--- config.mk ---
export PLATFORM = sky130hd
export DESIGN_NAME = dma_regseq
export DESIGN_NICKNAME = d
export VERILOG_FILES = /design/src/rtl/dma_regseq_pkg.sv /design/src/rtl/dma_regseq_decode.sv /design/src/rtl/dma_regseq_regfile.sv /design/src/rtl/dma_regseq_readq.sv /design/src/rtl/dma_regseq.sv
export SDC_FILE = /design/constraint.sdc
export NUM_CORES = 1
export LEC_CHECK = 0
export CAP_MARGIN = 10
export CORE_UTILIZATION = 40
export CTS_CLUSTER_SIZE = 24
export DETAILED_ROUTE_END_ITERATION = 8
export DONT_BUFFER_PORTS = 1
export GPL_TIMING_DRIVEN = 0
export RECOVER_POWER = 25
export SYNTH_ARGS = -nofsm -noshare
export SYNTH_HDL_FRONTEND = slang
export SYNTH_SLANG_ARGS = --single-unit
--- constraint.sdc ---
create_clock -name clk -period 10 [get_ports clk]
set_input_delay 2 -clock clk [delete_from_list [all_inputs] [get_ports clk]]
set_output_delay 2 -clock clk [all_outputs]
set_load 0.02 [all_outputs]
--- src/rtl/dma_regseq_pkg.sv ---
package dma_regseq_pkg;
  localparam int DW       = 8;   // bus byte width
  localparam int NBASE    = 6;   // mode registers 0..5
  localparam int NROW     = 7;   // mode rows plus command row
  localparam int NCOL     = 6;   // base byte plus five parameter slots
  localparam int RQ_DEPTH = 7;   // read-back entries
  localparam int RW       = $clog2(NROW);
  localparam int CW       = $clog2(NCOL);

  typedef enum logic [2:0] {
    K_R0, K_R1, K_R2, K_R3, K_R4, K_R5, K_CMD, K_BAD
  } kind_t;

  // rows of the parameter store
  localparam logic [RW-1:0] ROW_M0   = 3'd0;
  localparam logic [RW-1:0] ROW_M1   = 3'd1;
  localparam logic [RW-1:0] ROW_M2   = 3'd2;
  localparam logic [RW-1:0] ROW_M3   = 3'd3;
  localparam logic [RW-1:0] ROW_M4   = 3'd4;
  localparam logic [RW-1:0] ROW_M5   = 3'd5;
  localparam logic [RW-1:0] ROW_CMD  = 3'd6;
  // column of the interrupt-control slot in row 4 (sequence extension point)
  localparam logic [CW-1:0] COL_ICTL = 3'd3;
  localparam int            COL_PLS  = 4;
  localparam int            COL_VEC  = 5;

  // command codes
  localparam logic [DW-1:0] C_RESET  = 8'hC3;
  localparam logic [DW-1:0] C_RST_TA = 8'hC7;
  localparam logic [DW-1:0] C_RST_TB = 8'hCB;
  localparam logic [DW-1:0] C_LOAD   = 8'hCF;
  localparam logic [DW-1:0] C_CONT   = 8'hD3;
  localparam logic [DW-1:0] C_DIS    = 8'h83;
  localparam logic [DW-1:0] C_EN     = 8'h87;
  localparam logic [DW-1:0] C_IEN    = 8'hAB;
  localparam logic [DW-1:0] C_IDIS   = 8'hAF;
  localparam logic [DW-1:0] C_IRDIS  = 8'hA3;
  localparam logic [DW-1:0] C_RDSEQ  = 8'hA7;
  localparam logic [DW-1:0] C_FRDY   = 8'hB3;
  localparam logic [DW-1:0] C_REINIT = 8'h8B;
  localparam logic [DW-1:0] C_RMASK  = 8'hBB;
  localparam logic [DW-1:0] C_RDSTAT = 8'hBF;
  localparam logic [DW-1:0] C_NOP    = 8'hFB;

  typedef struct packed {
    logic [NBASE-1:0][DW-1:0] base;
    logic [DW-1:0] a_lo, a_hi, len_lo, len_hi;
    logic [DW-1:0] tim_a, tim_b, msk, mtc;
    logic [DW-1:0] b_lo, b_hi, ictl, pulse, vec;
    logic [RQ_DEPTH-1:0] rmask;
  } cfg_t;
endpackage

--- src/rtl/dma_regseq_decode.sv ---
module dma_regseq_decode
  import dma_regseq_pkg::*;
(
  input  logic [DW-1:0] d,
  output kind_t         kind
);
  always_comb begin
    if      ((d & 8'h87) == 8'h00) kind = K_R2;
    else if ((d & 8'h87) == 8'h04) kind = K_R1;
    else if (!d[7])                kind = K_R0;
    else if ((d & 8'h83) == 8'h80) kind = K_R3;
    else if ((d & 8'h83) == 8'h81) kind = K_R4;
    else if ((d & 8'hC7) == 8'h82) kind = K_R5;
    else if ((d & 8'h83) == 8'h83) kind = K_CMD;
    else                           kind = K_BAD;
  end
endmodule

--- src/rtl/dma_regseq_regfile.sv ---
module dma_regseq_regfile
  import dma_regseq_pkg::*;
(
  input  logic          clk,
  input  logic          rst,
  input  logic          we,
  input  logic [RW-1:0] wrow,
  input  logic [CW-1:0] wcol,
  input  logic [DW-1:0] wdata,
  input  logic          clr_en,
  input  logic [CW-1:0] clr_col,
  output cfg_t          cfg
);
  logic [DW-1:0] mem [NROW][NCOL];

  always_ff @(posedge clk) begin
    for (int r = 0; r < NROW; r++) begin
      for (int c = 0; c < NCOL; c++) begin
        if (rst)
          mem[r][c] <= '0;
        else if (clr_en && c == int'(clr_col))
          mem[r][c] <= '0;
        else if (we && r == int'(wrow) && c == int'(wcol))
          mem[r][c] <= wdata;
      end
    end
  end

  for (genvar b = 0; b < NBASE; b++) begin : g_base
    assign cfg.base[b] = mem[b][0];
  end

  assign cfg.a_lo   = mem[0][1];
  assign cfg.a_hi   = mem[0][2];
  assign cfg.len_lo = mem[0][3];
  assign cfg.len_hi = mem[0][4];
  assign cfg.tim_a  = mem[1][1];
  assign cfg.tim_b  = mem[2][1];
  assign cfg.msk    = mem[3][1];
  assign cfg.mtc    = mem[3][2];
  assign cfg.b_lo   = mem[4][1];
  assign cfg.b_hi   = mem[4][2];
  assign cfg.ictl   = mem[4][3];
  assign cfg.pulse  = mem[4][4];
  assign cfg.vec    = mem[4][5];
  assign cfg.rmask  = mem[6][1][RQ_DEPTH-1:0];
endmodule

--- src/rtl/dma_regseq_readq.sv ---
module dma_regseq_readq
  import dma_regseq_pkg::*;
#(
  parameter int DEPTH = RQ_DEPTH
) (
  input  logic                       clk,
  input  logic                       rst,
  input  logic                       load,
  input  logic [DEPTH-1:0][DW-1:0]   vals,
  input  logic [DEPTH-1:0]           sel,
  input  logic                       rd_en,
  input  logic [DW-1:0]              fallback,
  output logic [DW-1:0]              rd_data
);
  localparam int NW = $clog2(DEPTH + 1);

  logic [DEPTH-1:0][DW-1:0] q, q_pack;
  logic [NW-1:0]            cnt, cnt_pack, ptr;

  always_comb begin
    int n;
    n      = 0;
    q_pack = '0;
    for (int i = 0; i < DEPTH; i++) begin
      if (sel[i]) begin
        q_pack[n] = vals[i];
        n++;
      end
    end
    cnt_pack = NW'(n);
  end

  always_ff @(posedge clk) begin
    if (rst) begin
      q       <= '0;
      cnt     <= '0;
      ptr     <= '0;
      rd_data <= '0;
    end else begin
      if (rd_en) begin
        rd_data <= (cnt == '0) ? fallback : q[ptr];
        if (cnt != '0) ptr <= (ptr + 1'b1 == cnt) ? '0 : ptr + 1'b1;
      end
      if (load) begin
        q   <= q_pack;
        cnt <= cnt_pack;
        ptr <= '0;
      end
    end
  end


  ptr_in_range_chk: assert property (@(posedge clk) disable iff (rst)
    (cnt == '0) ? (ptr == '0) : (ptr < cnt));
endmodule

--- src/rtl/dma_regseq.sv ---
module dma_regseq
  import dma_regseq_pkg::*;
(
  input  logic                clk,
  input  logic                rst,
  input  logic                wr_en,
  input  logic [7:0]          wr_data,
  input  logic                rd_en,
  output logic [7:0]          rd_data,
  output logic                dma_enable,
  output logic                force_ready,
  output logic                irq_enable,
  output logic                cmd_error,
  output logic [7:0]          status,
  output logic [15:0]         work_addr_a,
  output logic [15:0]         work_addr_b,
  output logic [15:0]         work_count,
  output logic [47:0]         mode_regs,
  output logic [7:0]          timing_a,
  output logic [7:0]          timing_b,
  output logic [7:0]          mask_byte,
  output logic [7:0]          match_byte,
  output logic [7:0]          int_ctrl,
  output logic [7:0]          pulse_ctrl,
  output logic [7:0]          int_vector
);
  localparam int WW = 2 * DW;

  kind_t          kind;
  cfg_t           cfg;
  logic [RW-1:0]  pend_row, pend_row_n;
  logic [NCOL-1:0] pend_mask, pend_mask_n;
  logic [CW-1:0]  rptr, rptr_n, pcol;
  logic [DW-1:0]  stat_q, stat_n;
  logic           en_q, en_n, frdy_q, frdy_n, err_q, err_n;
  logic [WW-1:0]  wa_q, wa_n, wb_q, wb_n, wc_q, wc_n;
  logic           busy, rf_we, clr_en, rq_load;
  logic [RW-1:0]  rf_row;
  logic [CW-1:0]  rf_col;
  logic [DW-1:0]  rf_wd;
  logic [RQ_DEPTH-1:0][DW-1:0] rq_vals;

  function automatic logic [CW-1:0] ptr_adv(input logic [CW-1:0] p);
    return (p == CW'(NCOL - 1)) ? '0 : p + 1'b1;
  endfunction

  dma_regseq_decode u_dec (.d(wr_data), .kind(kind));

  dma_regseq_regfile u_rf (
    .clk(clk), .rst(rst), .we(rf_we), .wrow(rf_row), .wcol(rf_col),
    .wdata(rf_wd), .clr_en(clr_en), .clr_col(rptr), .cfg(cfg)
  );

  assign rq_vals[0] = stat_q;
  assign rq_vals[1] = wc_q[DW-1:0];
  assign rq_vals[2] = wc_q[WW-1:DW];
  assign rq_vals[3] = wa_q[DW-1:0];
  assign rq_vals[4] = wa_q[WW-1:DW];
  assign rq_vals[5] = wb_q[DW-1:0];
  assign rq_vals[6] = wb_q[WW-1:DW];

  dma_regseq_readq u_rq (
    .clk(clk), .rst(rst), .load(rq_load), .vals(rq_vals), .sel(cfg.rmask),
    .rd_en(rd_en), .fallback(stat_q), .rd_data(rd_data)
  );

  assign busy = |pend_mask;

  // next parameter slot: lowest pending column
  always_comb begin
    pcol = '0;
    for (int c = NCOL - 1; c >= 0; c--)
      if (pend_mask[c]) pcol = CW'(c);
  end

  always_comb begin
    pend_row_n  = pend_row;
    pend_mask_n = pend_mask;
    rptr_n      = rptr;
    stat_n      = stat_q;
    en_n        = en_q;
    frdy_n      = frdy_q;
    err_n       = err_q;
    wa_n        = wa_q;
    wb_n        = wb_q;
    wc_n        = wc_q;
    rf_we       = 1'b0;
    rf_row      = '0;
    rf_col      = '0;
    rf_wd       = '0;
    clr_en      = 1'b0;
    rq_load     = 1'b0;
    if (wr_en) begin
      if (busy) begin
        rf_we       = 1'b1;
        rf_row      = pend_row;
        rf_col      = pcol;
        rf_wd       = wr_data;
        pend_mask_n = pend_mask & ~(NCOL'(1) << pcol);
        if (pend_row == ROW_M4 && pcol == COL_ICTL) begin
          pend_mask_n          = '0;
          pend_mask_n[COL_PLS] = wr_data[3];
          pend_mask_n[COL_VEC] = wr_data[4];
        end
        rptr_n = ptr_adv(rptr);
      end else begin
        rptr_n      = '0;
        pend_mask_n = '0;
        rf_wd       = wr_data;
        unique case (kind)
          K_R0: begin
            rf_we = 1'b1; rf_row = ROW_M0; pend_row_n = ROW_M0;
            pend_mask_n[4:1] = wr_data[6:3];
          end
          K_R1: begin
            rf_we = 1'b1; rf_row = ROW_M1; pend_row_n = ROW_M1;
            pend_mask_n[1] = wr_data[6];
          end
          K_R2: begin
            rf_we = 1'b1; rf_row = ROW_M2; pend_row_n = ROW_M2;
            pend_mask_n[1] = wr_data[6];
          end
          K_R3: begin
            rf_we = 1'b1; rf_row = ROW_M3; pend_row_n = ROW_M3;
            pend_mask_n[2:1] = wr_data[4:3];
          end
          K_R4: begin
            rf_we = 1'b1; rf_row = ROW_M4; pend_row_n = ROW_M4;
            pend_mask_n[3:1] = wr_data[4:2];
          end
          K_R5: begin
            rf_we = 1'b1; rf_row = ROW_M5;
          end
          K_CMD: begin
            en_n = 1'b0;
            case (wr_data)
              C_RESET: begin
                frdy_n = 1'b0; stat_n = 8'h38; clr_en = 1'b1;
                rptr_n = ptr_adv(rptr);
              end
              C_RST_TA: begin rf_we = 1'b1; rf_row = ROW_M1; rf_col = 3'd1; rf_wd = '0; end
              C_RST_TB: begin rf_we = 1'b1; rf_row = ROW_M2; rf_col = 3'd1; rf_wd = '0; end
              C_LOAD: begin
                frdy_n = 1'b0;
                wa_n   = {cfg.a_hi, cfg.a_lo};
                wb_n   = {cfg.b_hi, cfg.b_lo};
                wc_n   = {cfg.len_hi, cfg.len_lo};
                stat_n = stat_q | 8'h30;
              end
              C_CONT: begin
                wc_n   = {cfg.len_hi, cfg.len_lo};
                en_n   = 1'b1;
                stat_n = stat_q | 8'h30;
              end
              C_DIS:    ;
              C_NOP:    ;
              C_EN:     en_n = 1'b1;
              C_FRDY:   frdy_n = 1'b1;
              C_REINIT: stat_n = stat_q | 8'h30;
              C_IEN: begin
                rf_we = 1'b1; rf_row = ROW_M3; rf_wd = cfg.base[3] | 8'h20;
              end
              C_IDIS: begin
                rf_we = 1'b1; rf_row = ROW_M3; rf_wd = cfg.base[3] & ~8'h20;
              end
              C_IRDIS: begin
                rf_we = 1'b1; rf_row = ROW_M3; rf_wd = cfg.base[3] & ~8'h20;
                frdy_n = 1'b0; stat_n = stat_q | 8'h08;
              end
              C_RDSEQ:  rq_load = 1'b1;
              C_RMASK: begin
                pend_row_n = ROW_CMD; pend_mask_n[1] = 1'b1;
              end
              C_RDSTAT: begin
                rf_we = 1'b1; rf_row = ROW_CMD; rf_col = 3'd1; rf_wd = '0;
              end
              default:  err_n = 1'b1;
            endcase
          end
          K_BAD: err_n = 1'b1;
        endcase
      end
    end
  end

  always_ff @(posedge clk) begin
    if (rst) begin
      pend_row  <= '0;
      pend_mask <= '0;
      rptr      <= '0;
      stat_q    <= '0;
      en_q      <= 1'b0;
      frdy_q    <= 1'b0;
      err_q     <= 1'b0;
      wa_q      <= '0;
      wb_q      <= '0;
      wc_q      <= '0;
    end else begin
      pend_row  <= pend_row_n;
      pend_mask <= pend_mask_n;
      rptr      <= rptr_n;
      stat_q    <= stat_n;
      en_q      <= en_n;
      frdy_q    <= frdy_n;
      err_q     <= err_n;
      wa_q      <= wa_n;
      wb_q      <= wb_n;
      wc_q      <= wc_n;
    end
  end

  assign dma_enable  = en_q;
  assign force_ready = frdy_q;
  assign irq_enable  = cfg.base[3][5];
  assign cmd_error   = err_q;
  assign status      = stat_q;
  assign work_addr_a = wa_q;
  assign work_addr_b = wb_q;
  assign work_count  = wc_q;
  assign mode_regs   = cfg.base;
  assign timing_a    = cfg.tim_a;
  assign timing_b    = cfg.tim_b;
  assign mask_byte   = cfg.msk;
  assign match_byte  = cfg.mtc;
  assign int_ctrl    = cfg.ictl;
  assign pulse_ctrl  = cfg.pulse;
  assign int_vector  = cfg.vec;


  cmd_clears_en_chk: assert property (@(posedge clk) disable iff (rst)
    (wr_en && !busy && kind == K_CMD && wr_data != C_EN && wr_data != C_CONT)
      |=> !dma_enable);

  load_reload_chk: assert property (@(posedge clk) disable iff (rst)
    (wr_en && !busy && wr_data == C_LOAD)
      |=> (status[5:4] == 2'b11 && !force_ready &&
           work_count == $past({cfg.len_hi, cfg.len_lo})));

  reset_status_chk: assert property (@(posedge clk) disable iff (rst)
    (wr_en && !busy && wr_data == C_RESET) |=> (status == 8'h38 && !force_ready));

  rptr_range_chk: assert property (@(posedge clk) disable iff (rst)
    rptr < CW'(NCOL));

  ictl_replace_chk: assert property (@(posedge clk) disable iff (rst)
    (wr_en && busy && pend_row == ROW_M4 && pcol == COL_ICTL)
      |=> (pend_mask[COL_ICTL:0] == '0));

  err_sticky_chk: assert property (@(posedge clk) disable iff (rst)
    cmd_error |=> cmd_error);
endmodule

Word level (Yosys, flattened, before mapping)
Memories as Yosys holds them, arrays and structs flattened.
Cells that the tools add are included.

storage, ports and cells
  output and inout bits = 172
  memories = 1
  bits in registers = 141
  bits in writable memories = 336
  input bits = 12
  word-level logic and storage cells = 645

memories
  name      depth  bits a word  read ports  clocked after Yosys merged registers in  write ports  line                      RTL
  u_rf.mem  7      48           7           0                                        7            dma_regseq_regfile.sv:14  logic [DW-1:0] mem [NROW][NCOL];

cells by class
  mux-type cells = 363
  $lt $le $gt $ge = 13
  bitwise gates (word level) = 89
  equal/unequal tests = 50
  $add $sub $neg = 8
  shift-type cells = 1
  reductions and logical operators = 98

operators by type and width
  kind                                                                                   number
  8-bit two-way mux                                                                      96
  56-bit bitwise mux                                                                     6
  56-bit two-way mux                                                                     6
  1-bit two-way mux                                                                      207
  32-bit by 1-bit greater-or-equal comparator with 1-bit output (second input constant)  5
  32-bit by 5-bit less-than comparator with 1-bit output (second input constant)         5
  32-bit two-way mux                                                                     5
  8-bit demux with 3-bit select                                                          6
  32-bit by 2-bit adder with 32-bit output (second input constant)                       4
  8-bit equality test (second input constant)                                            16
  1-bit OR                                                                               84
  3-bit two-way mux                                                                      23
  1-bit logical AND                                                                      62
  8-bit case mux with 3 select lines                                                     2
  3-bit equality test (first input constant)                                             12
  3-bit case mux with 6 select lines                                                     2
  3-bit equality test (second input constant)                                            9
  8-bit binary-select mux with 3-bit select                                              1
  4-bit AND reduction                                                                    5
  6-bit OR reduction                                                                     3
  16-bit OR reduction                                                                    1
  3-bit zero test                                                                        5
  2-bit by 3-bit equality test with 1-bit output (first input constant)                  4
  6-bit two-way mux                                                                      2
  30 further kinds                                                                       51

Logic depth before layout (Yosys ltp)
Gate-level depths: netlist of run 1.

  word-level depth = 20
  depth in mapped cells = 21
  mapped depth without buffers = 20

Modules after synthesis
From an unflattened synthesis of run 1, not the netlist that was laid out.

second synthesis, totals
  cell total of the unflattened synthesis = 1772
  area total of the unflattened synthesis = 16937.5 µm²

by module, submodules not included
  module              seq. area each (µm²)  instances  cells an instance  area each (µm²)
  dma_regseq_regfile  4774.6                1          497                7144.4
  dma_regseq_readq    1401.3                1          813                6231.0
  dma_regseq          1301.2                1          454                3510.9
  dma_regseq_decode   0.0                   1          8                  51.3

Worst setup path after synthesis of run 1
OpenSTA, ideal clock, no wires.

  path kind = input to register
  start point = input port wr_data[3]
  end point = memory u_rf.mem[0][16] (netlist bit) (enable)
  data arrival time = 4446 ps
  required time = 9616 ps
  path slack = 5170 ps
  library setup time = 384 ps
  stages = 9
  buffers on the path = 2
  cells stage by stage = clkbuf_1 nand2b_1 mux2i_1 o32ai_1 a22oi_1 and2_0 buf_2 nand4_2 o21ai_0

RTL lines
  what         line                      RTL
  from (decl)  dma_regseq.sv:7           input logic [7:0] wr_data,
  to (decl)    dma_regseq_regfile.sv:14

==> flow_summary.ini, run 1 <==
[sta]
hold_viol_final = 0
rsz0062_at_grt = false
fin_hold_ws_ns = 0.460
final_max_slew_viol_count = 0
post-route-min-period_ns = 5.26
setup_tns_ns = 0
setup_viol = 0
finalClockSkew_ns = 0.0374
worstMarginPinSlew_ns = 1.21
slew_headroom = 0.191
period_share = 0.526
fmax_mhz = 190

[layout]
fin_nets = 1828
fill_cells = 3978
post-route-util = 0.443
regArea_sq_um = 7480
fin_area_sq_um = 17700
layout-drive-gt1-share = 0.106
antenna_cells = 0
multi_input_area_sq_um = 7310
syn_to_final_growth_pct = 9.01

[detailed_routing]
routed-via-count = 13500
wl_met2_mm = 26.5
antenna_left = 0
drt_iter0_drc = 1082
avgRoutedWirePerCell_um = 23.3
vias_per_cell = 5.73
top_layer = met4
wl_met3_mm = 3.69
postRouteWirelength_mm = 54.7
drc = 0
wirelength_met1_mm = 22.1
drt-pass1-iter-count = 7

[global_route]
grtUsageTotal = 0.263
grt_pass1_wl_mm = 81.1
grt_pass1_vias = 12800
grt_antenna_before_repair = 0
grt-ovfl-total = 0
grt_max_degree = 14

[clock_network]
cts_buffer_depth = 3
clkTransAtPathRegs_ns = 0.07
cts_tree = yes
clk_latency_ns = 0.56
cts_root_buffer = clkbuf_16
cts_buffers = 34
postCtsSetupRepairBufs = 0
clkSinkCount = 294
cts_hold_buf = 0
post_cts_resized = 0
htree_levels = 2

[yosys]
yosys-top-cells-count = nor2_1 (321), nand2_1 (194), edfxtp_1 (159)
ys_seq_elements = 294
synth_top_area_share = 0.294
ys_seq_area_frac = 0.461
yosysWarnings = 0
synth_most_common_cell = nor2_1
yosysUniqueCellTypes = 96
syn_area_per_cell_sq_um = 9.26
syn_inst = 1754
synth_edf_count = 159
synth-main-ff-cell = edfxtp_1
synth.cell_area_sq_um = 16200
netlist_top_cells_area = edfxtp_1 (29%), dfxtp_1 (17%), nor2_1 (7.4%)
yosys.area.top_type = edfxtp_1
ys_async_sr_fraction = 0

[setup_path]
end_kind = register
cp.required_ns = 10.40
ff2ff_setup_slack_ns = 4.74
critical_path_peak_fanout = 10
start_kind = register
crit_arrival_ns = 5.66
critPathKind = register to register

[pwr]
vdd_drop_max_v = 0.000120
power_density_nw_per_um2 = 160
leakagePower_nw = 6.04

[place]
placed_area_sq_um = 16900
gp_congestion = 0.944
dp_hpwl_mm = 41.4
placement.io_buffers = 0

[floorplanning]
coreArea_sq_um = 39900
die_area_sq_um = 41400
die_x_um = 203
fp.dieH_um = 203
ios = 184
rows = 73
initial_core_util = 0.407

[status]
outcome = complete, no violations

[min_path]
hp-class = register to register

[flow_run]
maxCapViolCount = 0
[metrics by stage]
step	total power [mW]	worst slack (ns)	cells
after floorplan	1.55	5.17	1758
after global placement	1.63	4.11	2283
after detailed placement	1.63	3.98	2287
after CTS	2.87	4.56	2347
after global routing	2.92	4.41	2354
final	2.84	4.74	2354
[flip-flops by register name, summed over array words and instances (netlist names), 6 cells and up]
signal and cells:
u_rq.q 56, work_addr_a 16, u_rq.rd_data 8, work_addr_b 16, u_rf.mem 159, pend_mask 6
work_count 16
[where the power goes]
group	leakage (nW)	total [mW]	internal, mW	switching (mW)
clock network	0.538	1.24	0.721	0.518
registers	2.73	1.32	1.30	0.0140
logic	2.77	0.282	0.0717	0.210
[layout make-up]
class,instances,share of cell area
Sequential cell,294,0.423
Clock buffer,44,0.0530
Multi-Input combinational cell,1200,0.413
Timing Repair Buffer,11,0.00339
Tap cell,525,0.0371
Buffer,245,0.0573
Inverter,19,0.00403
Clock inverter,16,0.00976
[worst max-delay path, cell delays in order, from the launching register on]
cell and delay (ns):
edfxtp_1 0.56, inv_1 0.17, ha_1 0.28, and2_1 0.23
nor2_1 0.06, ha_1 0.33, nand2_1 0.08, o31a_2 0.25
inv_2 0.13, ha_1 0.37, nand2b_1 0.21, and2_1 0.18
ha_1 0.19, nand2_1 0.10, xnor2_2 0.12, or4_1 0.55
a21boi_2 0.29, buf_2 0.26, nand3_1 0.30, o211ai_1 0.26
a311oi_1 0.16
[worst paths after layout]
| check | startpoint | to | cells past startpoint |
|---|---|---|---|
| setup / recovery | u_rf.mem[6][32] | u_rq.q[1] | 20 |
| hold / removal | u_rq.q[24] | u_rq.q[24] | 2 |
| setup reg to reg | u_rf.mem[6][32] | u_rq.q[1] | 20 |
| hold reg to reg | u_rq.q[24] | u_rq.q[24] | 2 |
[routing by layer]
metal  track usage  up-vias
met5             0        -
met4         0.118        0
met3        0.0518      122
met2         0.442      523
met1         0.325     6554
li1              -     6296
[cell usage in the layout, fill, tap and decap left out, types with 6 or more instances in the layout]
cell / Yosys / layout
and2_1: 7 / 7
ha_1: 10 / 10
a21oi_2: 8 / 8
nor3_1: 19 / 19
dfxtp_1: 135 / 135
buf_1: 10 / 10
a21oi_1: 103 / 103
a311oi_1: 17 / 17
a41oi_1: 9 / 9
and3_1: 22 / 22
a211o_1: 28 / 28
clkbuf_1: 88 / 196
buf_4: 114 / 13
nand3_1: 31 / 31
nor2b_1: 10 / 10
inv_1: 17 / 17
a32oi_1: 30 / 30
nand3b_1: 22 / 22
clkbuf_16: 0 / 34
nand2_1: 194 / 194
clkbuf_2: 8 / 10
mux2_2: 23 / 23
o211ai_1: 21 / 21
o21ai_0: 49 / 49
mux2i_1: 44 / 44
a22oi_1: 6 / 6
a31oi_1: 13 / 13
nor4_1: 12 / 11
a22o_1: 9 / 9
edfxtp_1: 159 / 159
xnor2_1: 7 / 7
nor2_1: 321 / 321
nand2b_1: 13 / 13
nor3b_1: 6 / 6
buf_2: 23 / 30
clkinv_1: 1 / 7
a211oi_2: 9 / 9
mux4_2: 8 / 8
a211oi_1: 27 / 27
[kinds of logic (layout without fill, tap and decap cells)]
logic type      Yosys count  count (layout)  share of synthesized area
compound gates          385             385                      0.172
xor+xnor                 16              16                     0.0122
fa+ha+maj                11              11                    0.00894
buf+inv                 264             335                     0.0907
flops                   294             294                      0.461
mux                      75              75                     0.0542
other cells               1               5                   0.000231
simple gates            708             708                      0.201
No activity file was read; power rests on OpenSTA's default activity.
==> run 2: changes to the inputs <==
==> constraint.sdc (replaced) <==
create_clock -name clk -period 4.9 [get_ports clk]
set_input_delay 0.98 -clock clk [delete_from_list [all_inputs] [get_ports clk]]
set_output_delay 0.98 -clock clk [all_outputs]
set_load 0.02 [all_outputs]
==> flow_summary.ini, run 2 (synthesized netlist as in run 1, its figures left out) <==
[status]
outcome = complete, no violations

[clock_network]
cts_buffers = 34
cts_tree = yes
htree_levels = 2
clkTransAtPathRegs_ns = 0.07
clk_latency_ns = 0.56
clkSinkCount = 294
cts_buffer_depth = 3
cts_root_buffer = clkbuf_16
cts_hold_buf = 0

[detailed_routing]
drt-pass1-iter-count = 7
drc = 0
drt_iter0_drc = 1112
routed-via-count = 13500
postRouteWirelength_mm = 54.9
antenna_left = 0
vias_per_cell = 5.71
avgRoutedWirePerCell_um = 23.2

[sta]
hold_viol_final = 0
final_max_slew_viol_count = 0
post-route-min-period_ns = 4.72
slew_headroom = 0.186
period_share = 0.964
worstMarginPinSlew_ns = 1.21
setup_viol = 0
finalClockSkew_ns = 0.0361
fin_hold_ws_ns = 0.462
setup_tns_ns = 0
rsz0062_at_grt = false
fmax_mhz = 212

[floorplanning]
coreArea_sq_um = 39900
die_x_um = 203
die_area_sq_um = 41400
ios = 184
rows = 73
initial_core_util = 0.407
fp.dieH_um = 203

[setup_path]
critPathKind = register to register
worstRegToRegCells = 17
crit_slowest_cell = fa_2
path_cells = fa_2 -> ha_1 -> nand2_1 -> o31a_4 -> inv_2 -> ha_1 -> nand2b_4 -> and2_1 -> ha_1 -> nand2_1 -> xnor2_2 -> or4_1 -> a21boi_4 -> buf_4 -> nand3_1 -> or4_1 -> nand3_1
critical_path_peak_fanout = 9
cp_num_cells = 17
end_kind = register
ff2ff_setup_slack_ns = 0.18
cp_num_buf_inv = 2
startpoint = u_rf.mem[6][33]
critical-path-top-delay-family = simple AND/OR/NAND/NOR gates
crit_top_cell = ha_1
worstSetupEndpoint = u_rq.q[30]
crit_arrival_ns = 5.22
cp.required_ns = 5.40
r2r-end = u_rq.q[30]
cp_slowest_stage_delay_ns = 0.64
timing.rr.start = u_rf.mem[6][33]
start_kind = register

[min_path]
holdPathStages = 2
hp-class = register to register

[global_route]
grt_pass1_vias = 12900
grt_pass1_wl_mm = 81.2
grtUsageTotal = 0.263
grt-ovfl-total = 0
grt_antenna_before_repair = 0
grt_max_degree = 14

[place]
dp_hpwl_mm = 41.4
placed_area_sq_um = 16900
gp_congestion = 0.944
dpl.cell_count = 2287
placement.io_buffers = 0

[pwr]
power_density_nw_per_um2 = 325
vdd_drop_max_v = 0.000244
leakagePower_nw = 6.11

[flow_run]
maxCapViolCount = 0

[layout]
fin_area_sq_um = 17800
largest_register_ff_count = 159
most-common-layout-cells = nor2_1 (320), clkbuf_1 (196), nand2_1 (194)
syn_to_final_growth_pct = 9.84
antenna_cells = 0
fin_cells = 2362
regMostFlops = u_rf.mem
layout-drive-gt1-share = 0.117
fin_nets = 1836
layout_commonest_cell = nor2_1
largestRegisters = u_rf.mem: 159 flops, u_rq.q: 56 flops
fill_cells = 3974
==> run 2: cell count changes in the layout (fill, tap and decap cells not counted), sizes merged <==
cell      change
clkinvlp      +1
clkinv        -1
buf           +8
==> run 2: report_power, final <==
group | switching [mW] | internal [mW] | leakage (nW) | total [mW]
Combinational | 0.434 | 0.155 | 2.84 | 0.589
Clock | 1.06 | 1.47 | 0.538 | 2.53
Sequential | 0.0282 | 2.66 | 2.73 | 2.68
==> run 2: worst min path at each step <==
stage	from	to
CTS	u_rq.q[22]	u_rq.q[22]
global route	u_rq.q[24]	u_rq.q[24]
global placement	u_rq.q[24]	u_rq.q[24]
detailed placement	u_rq.q[22]	u_rq.q[22]
floorplan	u_rq.q[16]	u_rq.q[16]
finish	u_rq.q[24]	u_rq.q[24]
==> run 2: final cells by class <==
cell class                      count  area [sq um]  area share
Clock buffer                       44           938      0.0526
Clock inverter                     16           173     0.00968
Buffer                            245          1020      0.0571
Timing Repair Buffer               19           120     0.00674
Multi-Input combinational cell   1200          7370       0.413
Tap cell                          525           657      0.0368
Inverter                           19          75.1     0.00421
Sequential cell                   294          7480       0.419
==> run 2: worst min-delay path: cells and delay by family (launching register included) <==
| family | cells | cell delay (ns) |
|---|---|---|
| simple gates | 1 | 0.05 |
| compound gates | 1 | 0.05 |
| flops | 1 | 0.31 |
==> run 2: layer usage <==
layer / part of all wire / global-route usage / vias up
li1: - / - / 6322
met1: 0.40 / 0.325 / 6487
met2: 0.49 / 0.443 / 550
met3: 0.067 / 0.0521 / 122
met4: 0.044 / 0.117 / 0
met5: 0 / 0 / -
==> run 2: what timing repair did <==
item / in CTS / in global routing
gates resized for setup: 6 / 11
pin swaps: 2 / 2
setup endpoints to repair: 41 / 54
buffers inserted: 4 / 4
==> run 2: per-stage QoR <==
step	util	worst slack (ns)	power [mW]
after global routing	0.447	0.0166	5.97
after detailed placement	0.424	-0.299	3.33
after CTS	0.454	0.00375	5.86
after global placement	0.424	-0.195	3.33
final	0.447	0.178	5.80
after floorplan	-	0.539	3.16
